<file path="src/rtl/dma_cap_pkg.sv">
package dma_cap_pkg;

  typedef enum logic [2:0] {
    ST_IDLE,
    ST_WAIT,
    ST_HIGH,
    ST_LOW,
    ST_FULL
  } capState_t;

  typedef struct packed {
    logic loadPtr;
    logic advPtr;
    logic capture;
    logic flagOvr;
    logic selLo;
  } dpStrobe_t;

endpackage

</file>
<file path="src/rtl/dma_cap_ctrl.sv">
module dma_cap_ctrl
  import dma_cap_pkg::*;
(
  input  logic       clk,
  input  logic       rstN,
  input  logic       enable,
  input  logic       resValid,
  input  logic       memRdy,
  input  logic       startFits,
  input  logic       nextFits,
  output dpStrobe_t  strobe,
  output logic       memWr,
  output logic       done,
  output logic       convReq
);

  capState_t state, stateNext;

  always_ff @(posedge clk or negedge rstN) begin
    if (!rstN) state <= ST_IDLE;
    else       state <= stateNext;
  end

  always_comb begin
    stateNext = state;
    strobe    = '0;
    unique case (state)
      ST_IDLE: begin
        if (enable) begin
          strobe.loadPtr = 1'b1;
          stateNext      = startFits ? ST_WAIT : ST_FULL;
        end
      end
      ST_WAIT: begin
        if (!enable) begin
          stateNext = ST_IDLE;
        end else if (resValid) begin
          strobe.capture = 1'b1;
          stateNext      = ST_HIGH;
        end
      end
      ST_HIGH: begin
        strobe.flagOvr = resValid;
        if (memRdy) stateNext = ST_LOW;
      end
      ST_LOW: begin
        strobe.flagOvr = resValid;
        strobe.selLo   = 1'b1;
        if (memRdy) begin
          strobe.advPtr = 1'b1;
          if (!enable)       stateNext = ST_IDLE;
          else if (nextFits) stateNext = ST_WAIT;
          else               stateNext = ST_FULL;
        end
      end
      ST_FULL: begin
        if (!enable) stateNext = ST_IDLE;
      end
      default: stateNext = ST_IDLE;
    endcase
  end

  assign memWr   = (state == ST_HIGH) || (state == ST_LOW);
  assign done    = (state == ST_FULL);
  assign convReq = (state == ST_WAIT) || memWr;

  AST_DONE_HOLDS: assert property (@(posedge clk) disable iff (!rstN)
    done && enable |=> done);

  AST_WRITE_FROM_CAPTURE: assert property (@(posedge clk) disable iff (!rstN)
    $rose(memWr) |-> $past(convReq));

endmodule

</file>
<file path="src/rtl/dma_cap_dpath.sv">
module dma_cap_dpath
  import dma_cap_pkg::*;
#(
  parameter int ADDR_W = 24,
  parameter int TAG_W  = 4,
  parameter int DATA_W = 12
) (
  input  logic                       clk,
  input  logic                       rstN,
  input  dpStrobe_t                  strobe,
  input  logic [ADDR_W-1:0]          startAddr,
  input  logic [ADDR_W-1:0]          endAddr,
  input  logic [TAG_W+DATA_W-1:0]    resWord,
  output logic [ADDR_W-1:0]          memAddr,
  output logic [(TAG_W+DATA_W)/2-1:0] memData,
  output logic [ADDR_W-1:0]          curAddr,
  output logic                       overrun,
  output logic                       startFits,
  output logic                       nextFits
);

  localparam int WORD_W = TAG_W + DATA_W;
  localparam int BYTE_W = WORD_W / 2;
  localparam int WIDE_W = ADDR_W + 1;

  logic [ADDR_W-1:0] ptr;
  logic [ADDR_W-1:0] endReg;
  logic [WORD_W-1:0] holdWord;
  logic              ovrReg;

  always_ff @(posedge clk or negedge rstN) begin
    if (!rstN) begin
      ptr      <= '0;
      endReg   <= '0;
      holdWord <= '0;
      ovrReg   <= 1'b0;
    end else begin
      if (strobe.loadPtr) begin
        ptr    <= startAddr;
        endReg <= endAddr;
        ovrReg <= 1'b0;
      end else begin
        if (strobe.advPtr)  ptr    <= ptr + ADDR_W'(2);
        if (strobe.flagOvr) ovrReg <= 1'b1;
      end
      if (strobe.capture) holdWord <= resWord;
    end
  end

  assign startFits = ({1'b0, startAddr} + WIDE_W'(1)) <= {1'b0, endAddr};
  assign nextFits  = ({1'b0, ptr} + WIDE_W'(3)) <= {1'b0, endReg};

  assign memAddr = strobe.selLo ? ptr + ADDR_W'(1) : ptr;
  assign memData = strobe.selLo ? holdWord[BYTE_W-1:0] : holdWord[WORD_W-1:BYTE_W];
  assign curAddr = ptr;
  assign overrun = ovrReg;

  AST_PAIR_FITS: assert property (@(posedge clk) disable iff (!rstN)
    strobe.advPtr |-> ({1'b0, ptr} + WIDE_W'(1)) <= {1'b0, endReg});

endmodule

</file>
<file path="src/rtl/adc_capture_dma.sv">
module adc_capture_dma
  import dma_cap_pkg::*;
#(
  parameter int ADDR_W = 24,
  parameter int TAG_W  = 4,
  parameter int DATA_W = 12
) (
  input  logic                        clk,
  input  logic                        rstN,
  input  logic                        enable,
  input  logic [ADDR_W-1:0]           startAddr,
  input  logic [ADDR_W-1:0]           endAddr,
  input  logic                        resValid,
  input  logic [TAG_W+DATA_W-1:0]     resWord,
  output logic                        convReq,
  output logic                        memWr,
  output logic [ADDR_W-1:0]           memAddr,
  output logic [(TAG_W+DATA_W)/2-1:0] memData,
  input  logic                        memRdy,
  output logic [ADDR_W-1:0]           curAddr,
  output logic                        done,
  output logic                        overrun
);

  dpStrobe_t strobe;
  logic      startFits;
  logic      nextFits;

  dma_cap_ctrl i_ctrl (
    .clk       (clk),
    .rstN      (rstN),
    .enable    (enable),
    .resValid  (resValid),
    .memRdy    (memRdy),
    .startFits (startFits),
    .nextFits  (nextFits),
    .strobe    (strobe),
    .memWr     (memWr),
    .done      (done),
    .convReq   (convReq)
  );

  dma_cap_dpath #(
    .ADDR_W (ADDR_W),
    .TAG_W  (TAG_W),
    .DATA_W (DATA_W)
  ) i_dpath (
    .clk       (clk),
    .rstN      (rstN),
    .strobe    (strobe),
    .startAddr (startAddr),
    .endAddr   (endAddr),
    .resWord   (resWord),
    .memAddr   (memAddr),
    .memData   (memData),
    .curAddr   (curAddr),
    .overrun   (overrun),
    .startFits (startFits),
    .nextFits  (nextFits)
  );

  AST_WRITE_HOLD: assert property (@(posedge clk) disable iff (!rstN)
    memWr && !memRdy |=> memWr && $stable(memAddr) && $stable(memData));

  AST_PTR_STEP: assert property (@(posedge clk) disable iff (!rstN)
    !$stable(curAddr) && $past(convReq) |-> curAddr == $past(curAddr) + ADDR_W'(2));

  AST_OVR_STICKY: assert property (@(posedge clk) disable iff (!rstN)
    overrun && convReq |=> overrun);

endmodule

</file>
<file path="config.mk">
export PLATFORM = sky130hd
export DESIGN_NAME = adc_capture_dma
export DESIGN_NICKNAME = d
export VERILOG_FILES = /design/src/rtl/dma_cap_pkg.sv /design/src/rtl/dma_cap_ctrl.sv /design/src/rtl/dma_cap_dpath.sv /design/src/rtl/adc_capture_dma.sv
export SDC_FILE = /design/constraint.sdc
export NUM_CORES = 1
export LEC_CHECK = 0
export CAP_MARGIN = 30
export CORE_MARGIN = 2
export CORE_UTILIZATION = 40
export DETAILED_ROUTE_END_ITERATION = 7
export PLACE_DENSITY_LB_ADDON = 0.1
export SYNTH_ARGS = -nofsm -noshare
export SYNTH_HDL_FRONTEND = slang
export SYNTH_SLANG_ARGS = --single-unit
</file>
<file path="constraint.sdc">
create_clock -name clk -period 5.6 [get_ports clk]
set_input_delay 0.84 -clock clk [delete_from_list [all_inputs] [get_ports clk]]
set_output_delay 0.84 -clock clk [all_outputs]
set_load 0.05 [all_outputs]
</file>
# Word level (Yosys, flattened, before mapping)
# Cells that the tools add are included.
[word_totals]
reg_bits = 68
in_bits = 69
ram_bits = 0
latch_bits = 0
word_cells = 52
memories = 0
output_inout_bits = 60
rom_bits = 0
[classes]
n_mux = 25
multipliers = 0
n_addsub = 4
n_bitwise = 0
n_shift = 0
reduce_logical = 7
div = 0
order_cmp = 2
eq_ne = 9
[ops]
columns = ["op", "count"]
rows = [
  ["24-bit two-way mux", 3],
  ["25-bit by 24-bit less-or-equal comparator with 1-bit output", 2],
  ["3-bit two-way mux", 9],
  ["24-bit by 1-bit adder with 25-bit output, second input constant", 1],
  ["24-bit by 2-bit adder with 25-bit output, second input constant", 1],
  ["24-bit by 1-bit adder with 24-bit output, second input constant", 1],
  ["24-bit by 2-bit adder with 24-bit output, second input constant", 1],
  ["3-bit one-hot mux with 5 select lines", 1],
  ["1-bit two-way mux", 11],
  ["8-bit two-way mux", 1],
  ["2-bit inequality test, second input constant", 4],
  ["3-bit by 2-bit equality test with 1-bit output, second input constant", 2],
  ["5-bit AND reduction", 1],
  ["2-bit nonzero test", 2],
  ["3-bit by 1-bit equality test with 1-bit output, second input constant", 1],
  ["3-bit equality test, second input constant", 1],
  ["3-bit logical NOT", 1],
  ["3-bit inequality test, second input constant", 1],
  ["1-bit logical OR", 2],
  ["2-bit OR reduction", 1],
]

# Logic depth before layout (Yosys ltp)
# Gate-level depths: netlist (run 1).
[logic_depth]
word_depth = 6
depth_mapped = 15
depth_no_buf = 15

# Cells and area by module
# From an unflattened synthesis (run 1), not the netlist that was laid out.
[unflattened]
hier_cells = 658
area_unflattened_um2 = 5512.8
[modules_own_cells]
columns = ["module", "instances", "seq_area_each_um2", "area_per_inst_um2", "cells_each"]
rows = [
  ["dma_cap_dpath", 1, 1626.6, 5237.5, 624],
  ["dma_cap_ctrl", 1, 75.1, 275.3, 34],
]

# Worst setup path after synthesis (run 1)
# OpenSTA, ideal clock, no wires.
[synth_timing]
path_type = "reg-to-reg"
startpoint = "register i_dpath.ptr[0] (netlist: i_dpath.curAddr[0])"
endpoint = "register i_ctrl.state[0]"
setup_slack_ns = 1.761
stages_incl_launch_ff = 14
setup_time_ns = 0.126
required_ns = 5.474
n_path_buf = 0
t_arrival_ns = 3.713
period_less_slack_ns = 3.839
path_cell_list = "dfrtp_1 -> inv_1 -> ha_1 -> or3_1 -> nor2_1 -> nand3_1 -> xnor2_1 -> ha_1 -> nand4_1 -> or4_4 -> a311oi_2 -> nor3_1 -> o32a_1 -> a221o_1"
[synth_via]
elab_chain_len = 6
[synth_lines]
columns = ["item", "line_no", "source"]
rows = [
  ["from (decl)", "dma_cap_dpath.sv:26", "logic [ADDR_W-1:0] ptr;"],
  ["from (signal assigned)", "dma_cap_dpath.sv:39", "ptr <= startAddr;"],
  ["from (signal assigned)", "dma_cap_dpath.sv:43", "if (strobe.advPtr) ptr <= ptr + ADDR_W'(2);"],
  ["24-bit by 2-bit adder with 25-bit output", "dma_cap_dpath.sv:51", "assign nextFits = ({1'b0, ptr} + WIDE_W'(3)) <= {1'b0, endReg};"],
  ["25-bit by 24-bit less-or-equal comparator with 1-bit output", "dma_cap_dpath.sv:51", ""],
  ["3-bit two-way mux", "dma_cap_ctrl.sv:52", "else if (nextFits) stateNext = ST_WAIT;"],
  ["3-bit two-way mux", "dma_cap_ctrl.sv:51", "if (!enable) stateNext = ST_IDLE;"],
  ["3-bit two-way mux", "dma_cap_ctrl.sv:49", "if (memRdy) begin"],
  ["3-bit one-hot mux with 5 select lines", "dma_cap_ctrl.sv:27", "unique case (state)"],
  ["to (signal assigned)", "dma_cap_ctrl.sv:21", "else state <= stateNext;"],
  ["to (decl)", "dma_cap_ctrl.sv:17", "capState_t state, stateNext;"],
]
# No other way between the ends. The select of a mux whose other input is x is not followed.
# A chain may end at the register's enable or synchronous reset.

# Final worst setup path (run 1)
[layout_timing]
startpoint = "register i_dpath.ptr[2] (netlist: i_dpath.curAddr[2])"
endpoint = "output memAddr[23]"
[layout_via]
elab_chain_len = 2
[layout_lines]
columns = ["item", "line_no", "source"]
rows = [
  ["24-bit by 1-bit adder with 24-bit output", "dma_cap_dpath.sv:53", "assign memAddr = strobe.selLo ? ptr + ADDR_W'(1) : ptr;"],
  ["24-bit two-way mux", "dma_cap_dpath.sv:53", ""],
  ["to (decl)", "adc_capture_dma.sv:17", "output logic [ADDR_W-1:0] memAddr,"],
]
# No other way between the ends.

==> flow_summary.json, run 1 <==
{
  "via_count": 5342,
  "final_hold_viol_count": 0,
  "crit_path_max_incr_delay_ns": 0.84,
  "start_util_pct": 40.6,
  "routedWlPerCell_um": 18.5,
  "nets": 903,
  "hp-class": "flop to flop",
  "synth.net_count": 797,
  "syn2layout_area_growth_pct": 30.1,
  "p_sw_w": 0.00213,
  "power_frac_comb_pct": 61.2,
  "seqPwrFrac_pct": 24.7,
  "postCtsHoldBufs": 0,
  "cts_inserted_buffers": 9,
  "grt_pass1_vias": 5355,
  "hpwl_mm": 13.5,
  "yosysSeqAreaShare_pct": 30.6,
  "clock_latency_ns": 0.35,
  "cp-end-kind": "output pin",
  "worst_pin_slew_ns": 0.955,
  "rsz0062_at_grt": "false",
  "fin_tns_setup_ns": 0,
  "cts_resized": 0,
  "cap_violations": 0,
  "cts_tree": "yes",
  "fillerInstances": 1340,
  "period_needed_ns": 4.46,
  "slew_viol_final": 0,
  "crit_chain": "ha_1, nand3_1, or2_2, nor3_1, nand3_1, nor2_1, xnor2_1, clkdlybuf4s50_1",
  "htreeDepth": 3,
  "synthesis.area_mm2": 0.00557,
  "critPathArrivalTime_ns": 3.62,
  "antenna_found_initial": 0,
  "leakagePower_nw": 3.08,
  "switching_share_pct": 51.3,
  "slowest_stage": "clkdlybuf4s50_1",
  "netlist.area_leader.share_pct": 30.6,
  "period_share_pct": 79.7,
  "die_h_um": 122,
  "ys_warn_count": 0,
  "syn_area_per_cell_um2": 8.25,
  "yosys.area.top_type": "dfrtp_1",
  "status": "completed",
  "cp.required_ns": 4.76,
  "ys_seq_elements": 68,
  "dieArea_mm2": 0.0149,
  "vias_per_cell": 5.53,
  "synth_area_leaders": "dfrtp_1 (31%), ha_1 (12%), nand2_1 (6.4%)",
  "layout-drive-gt1-share_pct": 7.76,
  "worst_slack_ns": 1.14,
  "cts_buffer_depth": 2,
  "rows": 43,
  "timing.clock.skew_ns": 0.00613,
  "gp_congestion": 0.898,
  "core_mm2": 0.0137,
  "internal-power_w": 0.00203,
  "synth_cell_type_count": 51,
  "crit_type": "flop to output pin",
  "diodes": 0,
  "overflow": 0,
  "detail_route.first_pass.iterations": 5,
  "path_buf_inv": 1,
  "finalSetupViolCount": 0,
  "drt_iter0_drc": 429,
  "cts-root-buf": "clkbuf_16",
  "clock-sinks": 68,
  "port_buffers": 128,
  "grt_pass1_wl_mm": 28.3,
  "postCtsSetupRepairBufs": 0,
  "grt.total_usage_pct": 24.9,
  "ir_drop_mv": 0.312,
  "ant_nets": 0,
  "critPathLaunchType": "flop",
  "max-slew-margin-rel_pct": 36.2,
  "ios": 129,
  "max_freq_ghz": 0.224,
  "synthCells": 675,
  "power_density_mw_per_mm2": 575,
  "remaining_drc_errors": 0,
  "synth_top_cells_by_count": "nand2_1 (95), dfrtp_1 (68), inv_1 (54)",
  "die_w_um": 122,
  "synth_edf_count": 0,
  "grt_max_degree": 78,
  "wl_mm": 17.9,
  "crit_fanout": 9,
  "cpMostUsedCell": "nand3_1",
  "synthFlopType": "dfrtp_1",
  "path_delay_family": "simple AND/OR/NAND/NOR gates",
  "clkPwrFrac_pct": 14.1,
  "preCtsSetupSlack_ns": 0.922,
  "path_clk_slew_ns": 0.06,
  "ys_async_sr_fraction_pct": 100,
  "yosysMostFrequentCell": "nand2_1"
}
-- worst reg2reg max path, stage by stage, from the launching register on --
cell      delay [ns]
dfrtp_1         0.46
inv_1           0.15
ha_1            0.30
or3_1           0.53
nor2_1          0.32
nand2_1         0.12
xnor2_1         0.18
ha_1            0.33
nand4_1         0.21
or4_4           0.62
a311oi_2        0.28
nor3_1          0.09
o32a_1          0.23
a221o_1         0.36
-- logic make-up after synthesis --
family | Yosys count | share of synthesized area [%]
adders and majority gates | 53 | 11.9
xor gates and xnor gates | 71 | 11.2
muxes | 25 | 5.06
and+or+nand+nor | 253 | 21.7
AOI/OAI and AO/OA | 113 | 12.9
buffers and inverters | 92 | 6.72
DFF | 68 | 30.6
-- power by group through the flow --
| stage | Clock, W | Sequential, W | Combinational (W) |
|---|---|---|---|
| after floorplan | 0 | 0.00114 | 0.00163 |
| after global placement | 0 | 0.00102 | 0.00250 |
| after detailed placement | 0 | 0.00103 | 0.00254 |
| after CTS | 0.000595 | 0.00102 | 0.00255 |
| after global routing | 0.000620 | 0.00107 | 0.00276 |
| final | 0.000588 | 0.00103 | 0.00255 |
-- final cells by class --
type / count / area [µm²] / area share, %
repair buffers: 133 / 1320 / 18.2
flip-flops and latches: 68 / 1700 / 23.5
clock buffers: 9 / 225 / 3.11
multi-input cells: 515 / 3500 / 48.3
well taps: 180 / 225 / 3.11
clock inverters: 7 / 76.3 / 1.05
inverters: 54 / 203 / 2.80
-- cell usage in the layout (no fill, tap or decap), types with 2 or more instances in the layout --
master / instances
clkdlybuf4s50_1: 127
nand2_1: 95
dfrtp_1: 68
inv_1: 54
ha_1: 53
o21ai_0: 50
nor2_1: 49
xnor2_1: 38
xor2_1: 33
nand3_1: 25
a21oi_1: 25
mux2_2: 25
nor3_1: 22
nand4_1: 21
a221o_1: 15
clkbuf_16: 9
and3_1: 7
or2_2: 5
nor4_1: 5
buf_4: 4
or3_1: 3
and4_1: 3
and2_1: 3
a22oi_1: 3
o21a_1: 3
a211oi_1: 3
a21o_1: 3
o311ai_0: 2
o211ai_1: 2
nor3b_1: 2
clkinv_4: 2
clkinvlp_4: 2
-- per-layer routing --
metal	part of all wire [%]	global-route usage, %	up-vias
met2	47	39.8	211
li1	-	-	2536
met5	0	0	-
met1	45	33.4	2581
met4	1.1	7.11	0
met3	7.1	5.99	14
-- path summary, 6_finish.rpt --
path / end / startpoint / depth (start not counted) / slack, ns
max in group asynchronous: i_dpath.holdWord[8] / rstN / 2 / 4.26
min reg2reg: i_dpath.holdWord[6] / i_dpath.holdWord[6] / 1 / 0.51
min: i_dpath.holdWord[6] / i_dpath.holdWord[6] / 1 / 0.51
max reg2reg: i_ctrl.state[0] / i_dpath.curAddr[1] / 13 / 1.33
max: memAddr[23] / i_dpath.curAddr[2] / 8 / 1.14
min in group asynchronous: i_dpath.endReg[7] / rstN / 2 / 0.72
-- flip-flops by register name (all words and copies together) (netlist names) --
signal and flops:
i_dpath.holdWord 16, i_dpath.endReg 24, i_dpath.curAddr 24, i_ctrl.state 3, i_dpath.overrun 1
-- metrics by stage --
step	util, %	std cells	hold WS (ns)	instance area [µm²]	total power (W)
global route	52.8	966	0.525	7250	0.00445
floorplan	-	675	0.475	5570	0.00276
global placement	50.5	949	0.484	6930	0.00352
finish	52.8	966	0.505	7250	0.00416
detailed placement	50.6	950	0.491	6940	0.00357
CTS	52.8	966	0.511	7250	0.00417
No activity file was read; power rests on OpenSTA's default activity.
==> run 2, diff against run 1 <==
==> constraint.sdc (replaced) <==
create_clock -name clk -period 4.4 [get_ports clk]
set_input_delay 0.66 -clock clk [delete_from_list [all_inputs] [get_ports clk]]
set_output_delay 0.66 -clock clk [all_outputs]
set_load 0.05 [all_outputs]
==> run 2 against run 1 <==
- die area unchanged
- critical path type unchanged
- critical endpoint is now memAddr[21]
- clock-buffer cell count increased by 2
- non-clock buffer count increased by 26
- largest cell class unchanged
==> flow_summary.json, run 2 (synthesis results as in run 1) <==
{
  "status": "completed",
  "postCtsSetupRepairBufs": 0,
  "antenna_found_initial": 0,
  "via_count": 5447,
  "stdcell_count": 992,
  "grt_max_degree": 46,
  "max_freq_ghz": 0.247,
  "detail_route.first_pass.iterations": 5,
  "path_clk_slew_ns": 0.06,
  "internal-power_w": 0.00273,
  "seqPwrFrac_pct": 22.9,
  "rows": 43,
  "finalSetupViolCount": 0,
  "wl_mm": 18.2,
  "timing.clock.skew_ns": 0.00689,
  "die_w_um": 122,
  "cts_inserted_buffers": 9,
  "die_h_um": 122,
  "max-slew-margin-rel_pct": 42.3,
  "period_needed_ns": 4.04,
  "grt.met3_usage_pct": 5.38,
  "nets": 929,
  "dieArea_mm2": 0.0149,
  "placed_cell_area_mm2": 0.00714,
  "gr-usage-met2_pct": 40.9,
  "htreeDepth": 3,
  "routedWlPerCell_um": 18.4,
  "dp.cells": 976,
  "remaining_drc_errors": 0,
  "reg2reg_slack_ns": 0.52,
  "cts_buffer_depth": 2,
  "final_hold_viol_count": 0,
  "syn2layout_area_growth_pct": 34.1,
  "clock-sinks": 68,
  "cp.required_ns": 3.74,
  "layout-drive-gt1-share_pct": 10.6,
  "grt.total_usage_pct": 25.6,
  "gp_congestion": 0.883,
  "grt_pass1_wl_mm": 29.2,
  "layout_common_cells": "clkdlybuf4s50_1 (127), nand2_1 (95), dfrtp_1 (68)",
  "port_buffers": 128,
  "power_frac_comb_pct": 62.3,
  "rr_worst_depth": 13,
  "slew_viol_final": 0,
  "crit_type": "flop to output pin",
  "hpwl_mm": 14.2,
  "rsz0062_at_grt": "false",
  "use_met1_pct": 33.3,
  "cts-root-buf": "clkbuf_16",
  "fin_tns_setup_ns": 0,
  "vias_per_cell": 5.49,
  "start_util_pct": 40.6,
  "ant_nets": 0,
  "whs_ns": 0.423,
  "cp-end-kind": "output pin",
  "cts_resized": 0,
  "core_mm2": 0.0137,
  "period_share_pct": 91.9,
  "r2r_end": "i_ctrl.state[0]",
  "diodes": 0,
  "p_sw_w": 0.00271,
  "crit_fanout": 10,
  "clock_latency_ns": 0.34,
  "cts_tree": "yes",
  "postCtsHoldBufs": 0,
  "ios": 129,
  "layout_commonest_cell": "clkdlybuf4s50_1",
  "grt_pass1_vias": 5504,
  "fin_area_mm2": 0.00747,
  "leakagePower_nw": 3.22,
  "overflow": 0,
  "critPathArrivalTime_ns": 3.38,
  "power_density_mw_per_mm2": 729,
  "clkPwrFrac_pct": 14.8,
  "ir_drop_mv": 0.384,
  "hp-class": "input port to async pin",
  "cap_violations": 0,
  "drt_iter0_drc": 391,
  "switching_share_pct": 49.9,
  "timing.rr.start": "i_dpath.curAddr[6]",
  "worst_pin_slew_ns": 0.864,
  "critPathLaunchType": "flop",
  "grt.busiest_layer": "met2"
}
==> run 2: cell types whose count changed in the layout (fill, tap and decap cells not counted) <==
cell and change:
clkbuf_8 +1, clkinv_2 -1, clkbuf_1 +1, inv_6 -1, buf_4 +26, clkinvlp_4 -1
bufinv_16 +1
==> run 2: how the worst max path moves through the flow <==
| stage | to | start | cells past startpoint | slack [ns] |
|---|---|---|---|---|
| floorplan | i_ctrl.state[0] | i_dpath.curAddr[0] | 13 | 0.56 |
| global placement | i_ctrl.state[0] | startAddr[2] | 14 | 0.33 |
| detailed placement | i_ctrl.state[0] | startAddr[0] | 15 | 0.19 |
| CTS | memAddr[19] | i_dpath.curAddr[2] | 9 | 0.46 |
| global route | memAddr[21] | i_dpath.curAddr[9] | 8 | 0.22 |
| finish | memAddr[21] | i_dpath.curAddr[9] | 8 | 0.36 |
==> run 2: power groups by stage <==
stage | combinational, W | clock, W | sequential, W
floorplan | 0.00207 | 0 | 0.00145
global placement | 0.00334 | 0 | 0.00124
detailed placement | 0.00337 | 0 | 0.00126
CTS | 0.00340 | 0.000820 | 0.00125
global route | 0.00367 | 0.000843 | 0.00130
finish | 0.00339 | 0.000804 | 0.00125
==> run 2: layout make-up <==
class / count / area, µm²
well taps: 180 / 225
repair buffers: 159 / 1510
fillers: 1313 / 6250
flip-flops and latches: 68 / 1700
clock buffers: 11 / 243
inverters: 54 / 203
clock inverters: 5 / 85.1
multi-input cells: 515 / 3500
==> run 2: routing by layer <==
metal  part of all wire [%]  vias up  routed length, µm
met5                      0        -                  0
met2                     46      208               8410
li1                       -     2591                  -
met3                    6.3       41               1160
met1                     44     2607               8040
met4                    3.3        0                607
==> run 2: per-stage QoR <==
stage | total power (W) | setup slack, ns | utilization [%]
2_1_floorplan | 0.00352 | 0.561 | -
3_3_place_gp | 0.00458 | 0.331 | 52.0
3_5_place_dp | 0.00463 | 0.192 | 52.0
4_1_cts | 0.00546 | 0.457 | 54.4
5_1_grt | 0.00581 | 0.218 | 54.4
6_report | 0.00544 | 0.358 | 54.4
==> run 2: worst max-delay path, stage by stage, from the launching register on <==
cell and delay [ns]:
dfrtp_1 0.55, nand4_1 0.27, nor2_2 0.26, nand3_1 0.13, nor3_1 0.30, nand4_1 0.19
nor2_1 0.15, xor2_1 0.32, clkdlybuf4s50_1 0.87
==> run 3, diff against run 2 <==
--- a/config.mk
+++ b/config.mk
@@ -9,6 +9,8 @@
 export CORE_MARGIN = 2
 export CORE_UTILIZATION = 40
 export DETAILED_ROUTE_END_ITERATION = 7
+export GPL_ROUTABILITY_DRIVEN = 0
+export GPL_TIMING_DRIVEN = 0
 export PLACE_DENSITY_LB_ADDON = 0.1
 export SYNTH_ARGS = -nofsm -noshare
 export SYNTH_HDL_FRONTEND = slang
==> run 3 against run 2 <==
- maximum frequency fell by 5.3%
- global-route usage fell by 0.054 points
- utilization fell by 0.25 points
- die area did not move
- via count rose by 0.55%
- combinational power rose by 5%
- first-iteration DRC count fell by 0.51%
- total power fell by 0.68%
- clock-buffer cell count fell by 1
- design area fell by 0.45%
- critical endpoint is now i_ctrl.state[0]
==> flow_summary.json, run 3 (synthesis results as in run 1) <==
{
  "status": "completed",
  "cp.required_ns": 4.62,
  "slew_viol_final": 0,
  "final_hold_viol_count": 0,
  "ant_nets": 0,
  "core_mm2": 0.0137,
  "die_h_um": 122,
  "critPathLaunchType": "input port",
  "cts_tree": "yes",
  "whs_ns": 0.199,
  "period_needed_ns": 4.27,
  "timing.clock.skew_ns": 0.00791,
  "ios": 129,
  "ir_drop_mv": 0.411,
  "r2r_end": "i_ctrl.state[0]",
  "wl_met2_mm": 8.17,
  "grt_max_degree": 51,
  "via_count": 5477,
  "finalSetupViolCount": 0,
  "layout_common_cells": "clkdlybuf4s50_1 (126), nand2_1 (95), dfrtp_1 (68)",
  "rr_worst_depth": 13,
  "layout-drive-gt1-share_pct": 9.99,
  "hp-class": "input port to async pin",
  "dieArea_mm2": 0.0149,
  "leakagePower_nw": 3.20,
  "worst_pin_slew_ns": 0.748,
  "cts-root-buf": "clkbuf_16",
  "grt_pass1_wl_mm": 28.9,
  "wl_mm": 18.4,
  "cp-end-kind": "flop",
  "rows": 43,
  "hpwl_mm": 14.3,
  "grt_pass1_vias": 5517,
  "critPathArrivalTime_ns": 4.49,
  "routed-wl-met3_mm": 1.42,
  "overflow": 0,
  "crit_type": "input port to flop",
  "routedWlPerCell_um": 18.4,
  "crit_start": "startAddr[2]",
  "clock_latency_ns": 0.34,
  "diodes": 0,
  "max_freq_ghz": 0.234,
  "worst_slack_ns": 0.134,
  "antenna_found_initial": 0,
  "power_density_mw_per_mm2": 727,
  "cts_inserted_buffers": 9,
  "die_w_um": 122,
  "p_total_w": 0.00541,
  "cts_buffer_depth": 2,
  "nets": 938,
  "endpoint": "i_ctrl.state[0]",
  "port_buffers": 127,
  "start_util_pct": 40.6,
  "remaining_drc_errors": 0,
  "htreeDepth": 3,
  "layout_commonest_cell": "clkdlybuf4s50_1",
  "syn2layout_area_growth_pct": 33.5,
  "m1WireLength_mm": 8.13,
  "reg2reg_slack_ns": 0.26,
  "period_share_pct": 97.0,
  "grt.total_usage_pct": 25.5,
  "crit_fanout": 6,
  "detail_route.first_pass.iterations": 7,
  "max-slew-margin-rel_pct": 49.7,
  "path_clk_slew_ns": 0.06,
  "routed.top_layer": "met4",
  "timing.rr.start": "i_dpath.curAddr[0]",
  "drt_iter0_drc": 389,
  "clock-sinks": 68,
  "cap_violations": 0,
  "vias_per_cell": 5.47,
  "preCtsSetupSlack_ns": -0.616
}
## run 3: cell types whose count changed in the layout (fill, tap and decap cells not counted), sizes merged
cell           delta
buf               -8
clkinvlp          +1
clkdlybuf4s50     -1
bufinv            -1
clkinv            +1
clkbuf           +17
## run 3: worst min path at each step
stage	startpoint	endpoint	slack, ns
after global routing	rstN	i_dpath.endReg[8]	0.22
final	rstN	i_dpath.endReg[8]	0.20
after CTS	rstN	i_dpath.endReg[8]	0.21
after detailed placement	i_dpath.holdWord[11]	i_dpath.holdWord[11]	0.49
after global placement	i_dpath.holdWord[7]	i_dpath.holdWord[7]	0.48
after floorplan	rstN	i_ctrl.state[0]	0.36
## run 3: per-layer routing
layer	up-vias	track usage [%]
li1	2610	-
met1	2586	33.6
met2	230	40.2
met3	51	5.29
met4	0	11.8
met5	-	0
## run 3: repair_timing
item / CTS / global route
pin swaps: 0 / 0
hold buffers: 0 / 0
buffers inserted: 0 / 2
endpoints found under the setup margin: 2 / 2
resized for setup: 3 / 4
## run 3: final cells by class
cell class	count	area (µm²)
clock inverters	6	63.8
repair buffers	130	1310
fillers	1336	6290
multi-input cells	515	3520
clock buffers	10	239
flip-flops and latches	68	1700
well taps	180	225
inverters	54	203
plain buffers	38	171
## run 3: metrics by stage
step                      TNS [ns]  util [%]  cells  area, µm²
after floorplan                  0         -    675       5570
after global placement      -0.967      51.5    982       7060
after detailed placement     -1.04      51.7    983       7090
after CTS                        0      54.0    999       7410
after global routing       -0.0325      54.2   1001       7430
final                            0      54.2   1001       7430
## run 3: critical path: stages
cell	delay (ns)
clkdlybuf4s50_1	0.61
and3_1	0.21
nand3_1	0.33
nor3_2	0.53
nand4_1	0.17
xnor2_1	0.16
ha_1	0.29
nand4_1	0.16
nor4_2	0.39
nand2_1	0.16
o21ai_0	0.22
a41oi_1	0.08
o21a_1	0.21
a221o_1	0.29
## run 3: report_power, final
part	internal [W]	total [W]	switching (W)
Clock	0.000453	0.000750	0.000297
Combinational	0.00128	0.00355	0.00227
Sequential	0.000926	0.00111	0.000182
